--- src/rtl/hpf_pkg.sv ---
package hpf_pkg;

    // Per-slot comparator and control inputs, in the order the sync stage carries them.
    typedef struct packed {
        logic uv_hi;
        logic uv_lo;
        logic fast_oc;
        logic slow_oc;
        logic aux_oc;
        logic slot_ot;
        logic main_en;
        logic aux_en;
        logic force_n;
    } slot_in_t;

    localparam int SLOT_IN_W = $bits(slot_in_t);

    // Value the synchronizer holds in reset: nothing enabled and no force applied.
    localparam slot_in_t SLOT_IN_IDLE = '{force_n: 1'b1, default: 1'b0};

endpackage

--- src/rtl/hpf_sync.sv ---
module hpf_sync #(
    parameter int             W       = 1,
    parameter logic [W-1:0]   RST_VAL = '0
) (
    input  logic         clk,
    input  logic         rst_n,
    input  logic [W-1:0] din,
    output logic [W-1:0] dout
);
    typedef struct packed {
        logic [W-1:0] s1;
        logic [W-1:0] s2;
    } sync_st_t;

    sync_st_t st_d, st_q;

    always_comb begin
        st_d    = st_q;
        st_d.s1 = din;
        st_d.s2 = st_q.s1;
    end

    always_ff @(posedge clk or negedge rst_n) begin
        if (!rst_n) begin
            st_q <= '{s1: RST_VAL, s2: RST_VAL};
        end else begin
            st_q <= st_d;
        end
    end

    assign dout = st_q.s2;
endmodule

--- src/rtl/hpf_filter.sv ---
module hpf_filter #(
    parameter int CNT_W = 8
) (
    input  logic             clk,
    input  logic             rst_n,
    input  logic             run,
    input  logic             trip,
    input  logic [CNT_W-1:0] limit,
    output logic             expired
);
    typedef struct packed {
        logic [CNT_W-1:0] cnt;
        logic             exp;
    } filt_st_t;

    filt_st_t st_d, st_q;

    always_comb begin
        st_d = st_q;
        if (!run) begin
            // Enable low: breaker reset, count discarded.
            st_d = '0;
        end else if (!st_q.exp) begin
            if (trip) begin
                st_d.cnt = st_q.cnt + 1'b1;
                if (st_d.cnt >= limit) begin
                    st_d.exp = 1'b1;
                end
            end else begin
                st_d.cnt = '0;
            end
        end
    end

    always_ff @(posedge clk or negedge rst_n) begin
        if (!rst_n) begin
            st_q <= '0;
        end else begin
            st_q <= st_d;
        end
    end

    assign expired = st_q.exp;
endmodule

--- src/rtl/hpf_slot.sv ---
module hpf_slot
    import hpf_pkg::*;
#(
    parameter int CNT_W = 8
) (
    input  logic             clk,
    input  logic             rst_n,
    input  slot_in_t         sin,
    input  logic             glob_ot,
    input  logic [CNT_W-1:0] limit,
    input  logic             pg_raw_n,
    input  logic             dpg_raw_n,
    output logic             main_fault_n,
    output logic             aux_fault_n,
    output logic             pg_n,
    output logic             dpg_n,
    output logic             main_flt,
    output logic             aux_flt
);
    typedef struct packed {
        logic men_q;
        logic aen_q;
        logic mflt;
        logic aflt;
    } slot_st_t;

    slot_st_t st_d, st_q;
    logic     m_exp, a_exp;
    logic     m_fall, a_fall;
    logic     m_cause, a_cause;

    hpf_filter #(.CNT_W(CNT_W)) main_filt_i (
        .clk     (clk),
        .rst_n   (rst_n),
        .run     (sin.main_en),
        .trip    (sin.slow_oc),
        .limit   (limit),
        .expired (m_exp)
    );

    hpf_filter #(.CNT_W(CNT_W)) aux_filt_i (
        .clk     (clk),
        .rst_n   (rst_n),
        .run     (sin.aux_en),
        .trip    (sin.aux_oc),
        .limit   (limit),
        .expired (a_exp)
    );

    always_comb begin
        st_d       = st_q;
        st_d.men_q = sin.main_en;
        st_d.aen_q = sin.aux_en;

        m_fall  = st_q.men_q & ~sin.main_en;
        a_fall  = st_q.aen_q & ~sin.aux_en;
        m_cause = sin.uv_hi | sin.uv_lo | sin.fast_oc | m_exp;
        a_cause = a_exp | (sin.aux_oc & sin.slot_ot) | glob_ot;

        if (m_fall) begin
            st_d.mflt = 1'b0;
        end else if (sin.main_en && m_cause) begin
            st_d.mflt = 1'b1;
        end

        if (a_fall) begin
            st_d.aflt = 1'b0;
        end else if (sin.aux_en && a_cause) begin
            st_d.aflt = 1'b1;
        end
    end

    always_ff @(posedge clk or negedge rst_n) begin
        if (!rst_n) begin
            st_q <= '0;
        end else begin
            st_q <= st_d;
        end
    end

    // Open-drain style: low only when latched and not forced on.
    assign main_fault_n = ~(st_q.mflt & sin.force_n);
    assign aux_fault_n  = ~(st_q.aflt & sin.force_n);
    assign pg_n         = sin.force_n ? pg_raw_n  : 1'b1;
    assign dpg_n        = sin.force_n ? dpg_raw_n : 1'b1;
    assign main_flt     = st_q.mflt;
    assign aux_flt      = st_q.aflt;
endmodule

--- src/rtl/hp_slot_fault.sv ---
module hp_slot_fault
    import hpf_pkg::*;
#(
    parameter int NUM_SLOTS = 2,
    parameter int CNT_W     = 8
) (
    input  logic                 clk,
    input  logic                 por_n,
    input  logic [CNT_W-1:0]     filt_limit,
    input  logic                 glob_ot,
    input  logic [NUM_SLOTS-1:0] uv_hi,
    input  logic [NUM_SLOTS-1:0] uv_lo,
    input  logic [NUM_SLOTS-1:0] fast_oc,
    input  logic [NUM_SLOTS-1:0] slow_oc,
    input  logic [NUM_SLOTS-1:0] aux_oc,
    input  logic [NUM_SLOTS-1:0] slot_ot,
    input  logic [NUM_SLOTS-1:0] main_en,
    input  logic [NUM_SLOTS-1:0] aux_en,
    input  logic [NUM_SLOTS-1:0] force_on_n,
    input  logic [NUM_SLOTS-1:0] pg_raw_n,
    input  logic [NUM_SLOTS-1:0] dpg_raw_n,
    output logic [NUM_SLOTS-1:0] main_fault_n,
    output logic [NUM_SLOTS-1:0] aux_fault_n,
    output logic [NUM_SLOTS-1:0] pg_n,
    output logic [NUM_SLOTS-1:0] dpg_n
);
    logic                 s_glob;
    logic [NUM_SLOTS-1:0] s_men, s_aen, s_force_n;
    logic [NUM_SLOTS-1:0] mflt, aflt;

    hpf_sync #(.W(1), .RST_VAL(1'b0)) glob_sync_i (
        .clk   (clk),
        .rst_n (por_n),
        .din   (glob_ot),
        .dout  (s_glob)
    );

    for (genvar i = 0; i < NUM_SLOTS; i++) begin : g_slot
        slot_in_t raw_in, sync_in;

        always_comb begin
            raw_in         = SLOT_IN_IDLE;
            raw_in.uv_hi   = uv_hi[i];
            raw_in.uv_lo   = uv_lo[i];
            raw_in.fast_oc = fast_oc[i];
            raw_in.slow_oc = slow_oc[i];
            raw_in.aux_oc  = aux_oc[i];
            raw_in.slot_ot = slot_ot[i];
            raw_in.main_en = main_en[i];
            raw_in.aux_en  = aux_en[i];
            raw_in.force_n = force_on_n[i];
        end

        hpf_sync #(.W(SLOT_IN_W), .RST_VAL(SLOT_IN_W'(SLOT_IN_IDLE))) in_sync_i (
            .clk   (clk),
            .rst_n (por_n),
            .din   (raw_in),
            .dout  (sync_in)
        );

        hpf_slot #(.CNT_W(CNT_W)) slot_i (
            .clk          (clk),
            .rst_n        (por_n),
            .sin          (sync_in),
            .glob_ot      (s_glob),
            .limit        (filt_limit),
            .pg_raw_n     (pg_raw_n[i]),
            .dpg_raw_n    (dpg_raw_n[i]),
            .main_fault_n (main_fault_n[i]),
            .aux_fault_n  (aux_fault_n[i]),
            .pg_n         (pg_n[i]),
            .dpg_n        (dpg_n[i]),
            .main_flt     (mflt[i]),
            .aux_flt      (aflt[i])
        );

        assign s_men[i]     = sync_in.main_en;
        assign s_aen[i]     = sync_in.aux_en;
        assign s_force_n[i] = sync_in.force_n;
    end
endmodule

--- config.mk ---
export PLATFORM = sky130hd
export DESIGN_NAME = hp_slot_fault
export DESIGN_NICKNAME = d
export VERILOG_FILES = /design/src/rtl/hpf_pkg.sv /design/src/rtl/hpf_sync.sv /design/src/rtl/hpf_filter.sv /design/src/rtl/hpf_slot.sv /design/src/rtl/hp_slot_fault.sv
export SDC_FILE = /design/constraint.sdc
export NUM_CORES = 1
export LEC_CHECK = 0
export BUFFER_PORTS_ARGS = -buffer_cell sky130_fd_sc_hd__buf_2
export CAP_MARGIN = 15
export CELL_PAD_IN_SITES_DETAIL_PLACEMENT = 0
export CELL_PAD_IN_SITES_GLOBAL_PLACEMENT = 1
export CORE_MARGIN = 3
export CORE_UTILIZATION = 47
export CTS_CLUSTER_SIZE = 40
export DETAILED_ROUTE_END_ITERATION = 16
export GPL_TIMING_DRIVEN = 0
export PLACE_DENSITY_LB_ADDON = 0.15
export SYNTH_ARGS = -nofsm -noshare
export SYNTH_HDL_FRONTEND = slang
export SYNTH_HIERARCHICAL = 1
export SYNTH_SLANG_ARGS = --single-unit
export TNS_END_PERCENT = 50
--- constraint.sdc ---
create_clock -name clk -period 2.8 [get_ports clk]
set_clock_uncertainty 0.1 [all_clocks]
set_input_delay 0.56 -clock clk [delete_from_list [all_inputs] [get_ports clk]]
set_output_delay 0.56 -clock clk [all_outputs]
set_load 0.01 [all_outputs]
==> results.json, run 1 <==
{
  "outcome": "complete, no violations",
  "clk_pin_slew_ns": 0.10,
  "critPathArrivalTime_ns": 2.51,
  "cts.hold.buffers_added": 0,
  "finalCritPeriodShare": 0.832,
  "grt.overflow.total": 0,
  "seq_power_share": 0.552,
  "critPathMaxStageDelay_ns": 0.52,
  "grt_util_met2": 0.277,
  "power_frac_comb": 0.074,
  "routabilityCongestion": 0.794,
  "cts.sinks": 82,
  "ios": 41,
  "dieArea_mm2": 0.0100,
  "layout_commonest_cell": "dfrtp_1",
  "power_per_cell_area_mw_per_mm2": 486,
  "antenna_found_initial": 0,
  "grt_max_degree": 51,
  "p_leak_uw": 0.00234,
  "dp_hpwl_um": 5780,
  "antenna_cells": 0,
  "power_switching_uw": 630,
  "cap_violations": 0,
  "use_met3": 0.0424,
  "vias": 2877,
  "die_w_um": 100,
  "rows": 33,
  "cts_tree": "done",
  "swShare": 0.275,
  "fin_setup_tns_ns": 0,
  "die_y_um": 100,
  "postPlaceCellArea_mm2": 0.00451,
  "tightest_slew_ns": 0.446,
  "hold_class": "primary input to async pin",
  "rr_worst_depth": 8,
  "cts_root_buf": "clkbuf_8",
  "syn2layout_area_growth_pct": 13.5,
  "intPower_uw": 1660,
  "cp_num_buf_inv": 0,
  "synth_edf_count": 0,
  "critPathMostFrequentCell": "ha_1",
  "synthFlopType": "dfrtp_1",
  "postCtsSetupBuffers": 0,
  "critPathKind": "flip-flop to flip-flop",
  "clock_latency_ns": 0.36,
  "fmax_ghz": 0.429,
  "fin_area_mm2": 0.00471,
  "avgRoutedWirePerCell_um": 14.1,
  "p_total_uw": 2290,
  "rsz0062_at_grt": "no",
  "grt_use_total": 0.170,
  "core_mm2": 0.00838,
  "ys_ff_latch": 82,
  "top_usage_layer": "met2",
  "cp.depth": 8,
  "yosysTopAreaCell": "dfrtp_1",
  "drc": 0,
  "critPathSlowestCell": "or4_1",
  "ant_nets": 0,
  "cts_resized": 0,
  "synth_area_mm2": 0.00415,
  "grt_pass1_wl_um": 13400,
  "ys_async_sr_fraction": 1.00,
  "dpl.cell_count": 540,
  "final_cell_mix": "78 x dfrtp_1, 39 x buf_2, 36 x nand2_1, 36 x ha_1, 32 x inv_1",
  "drive_gt1_frac": 0.162,
  "h-tree-depth": 3,
  "nets": 515,
  "first_global_vias": 2805,
  "p_clk_frac": 0.374,
  "critPathLaunchType": "flip-flop",
  "synth.area.top_cells": "dfrtp_1 47%, ha_1 11%, nor2b_1 3.3%",
  "cts_buffers": 9,
  "drv_slew": 0,
  "avgSynthCellArea_um2": 10.5,
  "crit_path_end_kind": "flip-flop",
  "path_max_fanout": 5,
  "portBuffers": 40,
  "synthCells": 394,
  "wirelength_um": 7840,
  "drtIter0Drc": 63,
  "fin_crit_ns": 2.33,
  "viasPerCell": 5.17,
  "fin_cells": 556,
  "ys.warnings.count": 6,
  "grt_use_met1": 0.228,
  "dr.pass1.iters": 4,
  "syn_nets": 463,
  "synthDistinctLibCells": 31,
  "clockBufferDepth": 2,
  "setup_viol": 0,
  "initial_core_util": 0.495,
  "vdd_ir_drop_max_v": 0.000362,
  "slew_headroom": 0.703,
  "n_fill_cell": 734,
  "synth_top_area_frac": 0.470,
  "ys_seq_area_frac": 0.495,
  "required_ns": 2.98,
  "crit_chain": "ha_1 -> nand3_1 -> nor2_1 -> xor2_1 -> ha_1 -> nand2_1 -> or4_1 -> a21boi_0",
  "crit_family": "simple AND/OR/NAND/NOR gates",
  "hold_violations": 0
}
==> through the flow <==
step,worst slack [ns],util,hold WS (ns)
after floorplan,0.674,-,0.164
after global placement,0.432,0.535,0.231
after detailed placement,0.482,0.538,0.235
after CTS,0.464,0.562,0.0415
after global routing,0.270,0.562,0.0464
final,0.470,0.562,0.0363
==> layer usage <==
metal  routed length (um)  vias to the layer above
met1                 3780                     1365
met2                 3780                       31
li1                     -                     1472
met5                    0                        -
met3                  199                        9
met4                   84                        0
==> power groups by stage <==
stage	registers, uW	clock network [uW]	logic, uW
after global placement	1290	0	163
after CTS	1260	884	174
final	1260	857	169
after detailed placement	1290	0	174
after global routing	1270	938	199
after floorplan	1270	0	89.6
==> path summary, 6_finish.rpt <==
check / endpoint / start / slack [ns]
min in group clk: g_slot[0].in_sync_i/st_d[0]$_DFF_PN1_ / force_on_n[0] / 0.19
max in group asynchronous: g_slot[0].in_sync_i/dout[0]$_DFF_PN1_ / por_n / 1.92
worst max-delay path: g_slot[0].slot_i/aux_filt_i/expired$_DFF_PN0_ / g_slot[0].slot_i/aux_filt_i/st_q[1]$_DFFE_PN0P_ / 0.47
worst max register to register: g_slot[0].slot_i/aux_filt_i/expired$_DFF_PN0_ / g_slot[0].slot_i/aux_filt_i/st_q[1]$_DFFE_PN0P_ / 0.47
worst min-delay path: g_slot[1].slot_i/aux_filt_i/st_q[6]$_DFFE_PN0P_ / por_n / 0.04
worst min register to register: g_slot[0].in_sync_i/dout[3]$_DFF_PN0_ / g_slot[0].in_sync_i/st_d[3]$_DFF_PN0_ / 0.24
==> Yosys cell counts, types with 8 or more instances <==
library cell,n
xor2_1,12
a21oi_1,16
and2_1,8
dfrtp_1,78
ha_1,36
a22oi_1,8
nand3_1,20
nand2b_1,14
a21boi_0,8
nor2b_1,22
xnor2_1,12
and3_1,8
nor2_1,8
a31oi_1,8
nand2_1,36
inv_1,32
clkbuf_1,8
o21ai_0,12
==> cells by family (layout without fill, tap and decap cells) <==
family          count (synthesis)  count (layout)  synth area share
xor+xnor                       24              24            0.0506
flops                          82              82             0.495
mux                             4               4           0.00964
simple gates                  140             140             0.186
buf+inv                        40              97            0.0362
compound gates                 68              68             0.114
fa+ha+maj                      36              36             0.108
==> area by class of cell <==
cell class | count | area (um^2) | area share
Sequential cell | 82 | 2060 | 0.436
Multi-Input combinational cell | 272 | 1940 | 0.413
Timing Repair Buffer | 41 | 230 | 0.0488
Tap cell | 105 | 131 | 0.0279
Clock buffer | 9 | 124 | 0.0263
Inverter | 32 | 120 | 0.0255
Clock inverter | 7 | 76.3 | 0.0162
Buffer | 8 | 30.0 | 0.00637
==> flip-flops by register name (all words and copies together) (netlist names) <==
| register | flops |
|---|---|
| g_slot.in_sync_i/dout | 18 |
| g_slot.in_sync_i/st_d | 18 |
| g_slot.slot_i/aux_filt_i/st_q | 16 |
| g_slot.slot_i/main_filt_i/st_q | 16 |
| g_slot.slot_i/st_q | 4 |
| g_slot.slot_i/aux_filt_i/expired | 2 |
| g_slot.slot_i/aux_flt | 2 |
| g_slot.slot_i/main_filt_i/expired | 2 |
| g_slot.slot_i/main_flt | 2 |
| glob_sync_i/dout | 1 |
| glob_sync_i/st_d | 1 |
No activity file was read; power rests on OpenSTA's default activity.
==> run 2: changes to the inputs <==
Clock period 2.8 ns to 2.31 ns, I/O delays scaled along.
==> results.json, run 2 (synthesis results as in run 1) <==
{
  "regArea_mm2": 0.00207,
  "tightest_slew_ns": 0.452,
  "syn2layout_area_growth_pct": 16.9,
  "critPathArrivalTime_ns": 2.44,
  "cts_buffers": 9,
  "crit_chain": "and3_1 -> and4_1 -> xor2_1 -> ha_1 -> nand2_1 -> or4_1 -> a21boi_1",
  "critPathLaunchType": "flip-flop",
  "p_leak_uw": 0.00236,
  "ios": 41,
  "outcome": "complete, no violations",
  "h-tree-depth": 3,
  "clock_latency_ns": 0.36,
  "power_per_cell_area_mw_per_mm2": 574,
  "die_w_um": 100,
  "rows": 33,
  "critPathKind": "flip-flop to flip-flop",
  "portBuffers": 40,
  "initial_core_util": 0.495,
  "crit_family": "simple AND/OR/NAND/NOR gates",
  "seq_power_share": 0.550,
  "dieArea_mm2": 0.0100,
  "cts.sinks": 82,
  "wirelength_um": 8050,
  "critPathSlowestCell": "or4_1",
  "cap_violations": 0,
  "power_frac_comb": 0.078,
  "setup_viol": 0,
  "routabilityCongestion": 0.794,
  "ant_nets": 0,
  "p_clk_frac": 0.372,
  "clk_pin_slew_ns": 0.10,
  "layout_commonest_cell": "dfrtp_1",
  "die_y_um": 100,
  "avgRoutedWirePerCell_um": 14.3,
  "intPower_uw": 2020,
  "rsz0062_at_grt": "yes",
  "viasPerCell": 5.14,
  "dpl.cell_count": 540,
  "first_global_vias": 2833,
  "finalCritPeriodShare": 0.973,
  "vdd_ir_drop_max_v": 0.000417,
  "drv_slew": 0,
  "hold_violations": 0,
  "dr.pass1.iters": 4,
  "cts_tree": "done",
  "clockBufferDepth": 2,
  "cp_num_buf_inv": 0,
  "antenna_found_initial": 0,
  "fin_crit_ns": 2.25,
  "grt_max_degree": 51,
  "power_switching_uw": 767,
  "vias": 2901,
  "antenna_cells": 0,
  "grt_use_total": 0.171,
  "fmax_ghz": 0.445,
  "nets": 523,
  "critPathMaxStageDelay_ns": 0.53,
  "multiInputGateArea_mm2": 0.00201,
  "drtIter0Drc": 73,
  "swShare": 0.275,
  "dp_hpwl_um": 5780,
  "final_cell_mix": "70 x dfrtp_1, 39 x buf_2, 36 x nand2_1, 32 x inv_1, 32 x ha_1",
  "path_max_fanout": 4,
  "grt_pass1_wl_um": 13400,
  "post-route-util": 0.579,
  "grt.overflow.total": 0,
  "crit_path_end_kind": "flip-flop",
  "slew_headroom": 0.698,
  "core_mm2": 0.00838,
  "drive_gt1_frac": 0.222,
  "n_fill_cell": 722,
  "required_ns": 2.50,
  "rrSetupSlack_ns": 0.06,
  "cts_root_buf": "clkbuf_8",
  "fin_cells": 564,
  "hold_class": "primary input to flip-flop",
  "drc": 0
}
-- run 2: power groups by stage --
stage	logic (uW)	registers, uW	clock network (uW)
floorplan	109	1550	0
global placement	197	1560	0
detailed placement	211	1560	0
CTS	215	1530	1070
global route	256	1540	1140
finish	218	1530	1040
-- run 2: through the flow --
stage | worst slack (ns) | instance area (um^2) | hold WS (ns) | total power (uW) | setup TNS (ns)
after detailed placement | -0.00798 | 4510 | 0.235 | 1770 | -0.00856
after global placement | 0.0138 | 4480 | 0.231 | 1760 | 0
final | 0.0618 | 4850 | 0.0895 | 2790 | 0
after floorplan | 0.184 | 4150 | 0.0664 | 1650 | 0
after CTS | 0.0178 | 4740 | 0.0668 | 2820 | 0
after global routing | -0.0344 | 4850 | 0.0557 | 2930 | -0.0511
-- run 2: final cells by class --
class / count / area share
buffer: 8 / 0.00619
clock buffer: 9 / 0.0255
clock inverter: 7 / 0.0157
inverter: 32 / 0.0247
multi-input combinational: 272 / 0.415
sequential: 82 / 0.426
tap: 105 / 0.0271
timing repair buffer: 49 / 0.0603
-- run 2: metal layers --
layer / vias up / track usage / share of wire / wire length, um
met4: 0 / 0.0497 / 0.010 / 83
met3: 9 / 0.0424 / 0.028 / 227
met5: - / 0 / 0 / 0
met2: 36 / 0.280 / 0.49 / 3960
li1: 1483 / - / - / -
met1: 1373 / 0.227 / 0.47 / 3780
-- run 2: path summary, 6_finish.rpt --
check / start / to / depth (start not counted)
worst max-delay path: g_slot[0].slot_i/aux_filt_i/st_q[1]$_DFFE_PN0P_ / g_slot[0].slot_i/aux_filt_i/expired$_DFF_PN0_ / 7
worst min-delay path: force_on_n[0] / g_slot[0].in_sync_i/st_d[0]$_DFF_PN1_ / 1
worst max register to register: g_slot[0].slot_i/aux_filt_i/st_q[1]$_DFFE_PN0P_ / g_slot[0].slot_i/aux_filt_i/expired$_DFF_PN0_ / 7
worst min register to register: g_slot[0].in_sync_i/st_d[3]$_DFF_PN0_ / g_slot[0].in_sync_i/dout[3]$_DFF_PN0_ / 0
max in group asynchronous: por_n / g_slot[0].in_sync_i/dout[0]$_DFF_PN1_ / 3
min in group asynchronous: por_n / g_slot[1].slot_i/aux_filt_i/st_q[6]$_DFFE_PN0P_ / 2
-- run 2: timing repair --
action,CTS,global route
setup buffers,1,6
endpoints found under the setup margin,4,4
endpoints found under the hold margin,30,0
hold buffers,1,0
resized for setup,4,25
pin swaps,0,8
==> run 3: changes to the inputs <==
Settings changed: CORE_UTILIZATION 47 to 30.
==> results.json, run 3 (synthesis results as in run 1) <==
{
  "drtIter0Drc": 113,
  "dr.pass1.iters": 4,
  "required_ns": 2.48,
  "r2r_start": "g_slot[1].slot_i/main_filt_i/st_q[1]$_DFFE_PN0P_",
  "antenna_found_initial": 0,
  "cts_tree": "done",
  "crit_path_end_kind": "flip-flop",
  "portBuffers": 40,
  "cts_buffers": 9,
  "die_w_um": 124,
  "drive_gt1_frac": 0.230,
  "fin_setup_tns_ns": 0,
  "ios": 41,
  "initial_core_util": 0.310,
  "post-route-util": 0.379,
  "h-tree-depth": 3,
  "nets": 524,
  "whs_ns": 0.000560,
  "dieArea_mm2": 0.0153,
  "vias": 2935,
  "avgRoutedWirePerCell_um": 13.8,
  "finalCritPeriodShare": 0.970,
  "critPathLaunchType": "flip-flop",
  "clk_pin_slew_ns": 0.06,
  "rsz0062_at_grt": "yes",
  "fmax_ghz": 0.446,
  "layout_commonest_cell": "dfrtp_1",
  "cts.hold.buffers_added": 0,
  "cts.sinks": 82,
  "clockBufferDepth": 2,
  "wirelength_um": 8790,
  "fin_crit_ns": 2.24,
  "vdd_ir_drop_max_v": 0.000263,
  "dp_hpwl_um": 6200,
  "setup_viol": 0,
  "cap_violations": 0,
  "die_y_um": 124,
  "antenna_cells": 0,
  "grt_use_total": 0.127,
  "viasPerCell": 4.61,
  "cts_root_buf": "clkbuf_16",
  "outcome": "complete, no violations",
  "grt.overflow.total": 0,
  "rows": 42,
  "syn2layout_area_growth_pct": 22.2,
  "power_per_cell_area_mw_per_mm2": 628,
  "tightest_slew_ns": 0.571,
  "p_leak_uw": 0.00240,
  "routabilityCongestion": 0.750,
  "slew_headroom": 0.619,
  "clock_latency_ns": 0.35,
  "path_max_fanout": 4,
  "critPathArrivalTime_ns": 2.42,
  "core_mm2": 0.0134,
  "hold_violations": 0,
  "grt_max_degree": 44,
  "first_global_vias": 2948,
  "setup.worst_path.start": "g_slot[1].slot_i/main_filt_i/st_q[1]$_DFFE_PN0P_",
  "grt_pass1_wl_um": 14800,
  "hold_class": "primary input to async pin",
  "drv_slew": 0,
  "drc": 0,
  "critPathKind": "flip-flop to flip-flop",
  "ant_nets": 0,
  "final_cell_mix": "71 x dfrtp_1, 39 x buf_2, 36 x nand2_1, 32 x inv_1, 32 x ha_1"
}
## run 3: cell type report
type,count,area [um^2]
Fill cell,1325,8330
Sequential cell,82,2070
Multi-Input combinational cell,272,2050
Timing Repair Buffer,50,290
Clock buffer,10,229
Tap cell,176,220
Inverter,32,120
Clock inverter,6,67.6
Buffer,8,30.0
## run 3: worst paths after layout
kind / endpoint / slack, ns / depth (start not counted)
setup / recovery: g_slot[1].slot_i/main_filt_i/expired$_DFF_PN0_ / 0.07 / 7
hold / removal: g_slot[1].in_sync_i/dout[4]$_DFF_PN0_ / 0.0006 / 1
setup reg to reg: g_slot[1].slot_i/main_filt_i/expired$_DFF_PN0_ / 0.07 / 7
hold reg to reg: g_slot[0].in_sync_i/dout[4]$_DFF_PN0_ / 0.25 / 0
max in group asynchronous: g_slot[0].in_sync_i/st_d[0]$_DFF_PN1_ / 1.42 / 2
min in group clk: g_slot[1].in_sync_i/st_d[0]$_DFF_PN1_ / 0.11 / 1
## run 3: power by group
part           total, uW  internal (uW)  leakage, uW  switching, uW
logic                225            103      0.00124            122
registers           1540           1490      0.00102           43.6
clock network       1420            838     0.000139            586
## run 3: per-layer routing
layer  vias up  routed length (um)  GRT usage
met1      1400                4340      0.174
met4         0                 233     0.0727
li1       1490                   -          -
met2        33                4020      0.190
met3        12                 198     0.0232
met5         -                   0          0
## run 3: stage by stage
| step | setup slack [ns] | std cells | power (uW) | cell area (um^2) |
|---|---|---|---|---|
| final | 0.0682 | 636 | 3180 | 5070 |
| after global routing | -0.0116 | 636 | 3340 | 5070 |
| after CTS | -0.0119 | 631 | 3240 | 4940 |
| after detailed placement | -0.143 | 611 | 1770 | 4590 |
| after global placement | -0.177 | 610 | 1760 | 4570 |
| after floorplan | 0.184 | 394 | 1650 | 4150 |
## run 3: worst max-delay path, stage by stage, from the launching register on
cell	delay, ns
dfrtp_2	0.45
and3_4	0.20
and4_4	0.20
xor2_1	0.15
ha_1	0.30
nand2_1	0.07
or4_4	0.54
a21boi_2	0.16
## run 3: what timing repair did
action | CTS | global route
endpoints found under the setup margin | 4 | 4
setup buffers | 4 | 5
gates resized for setup | 10 | 25
pin swaps | 2 | 9
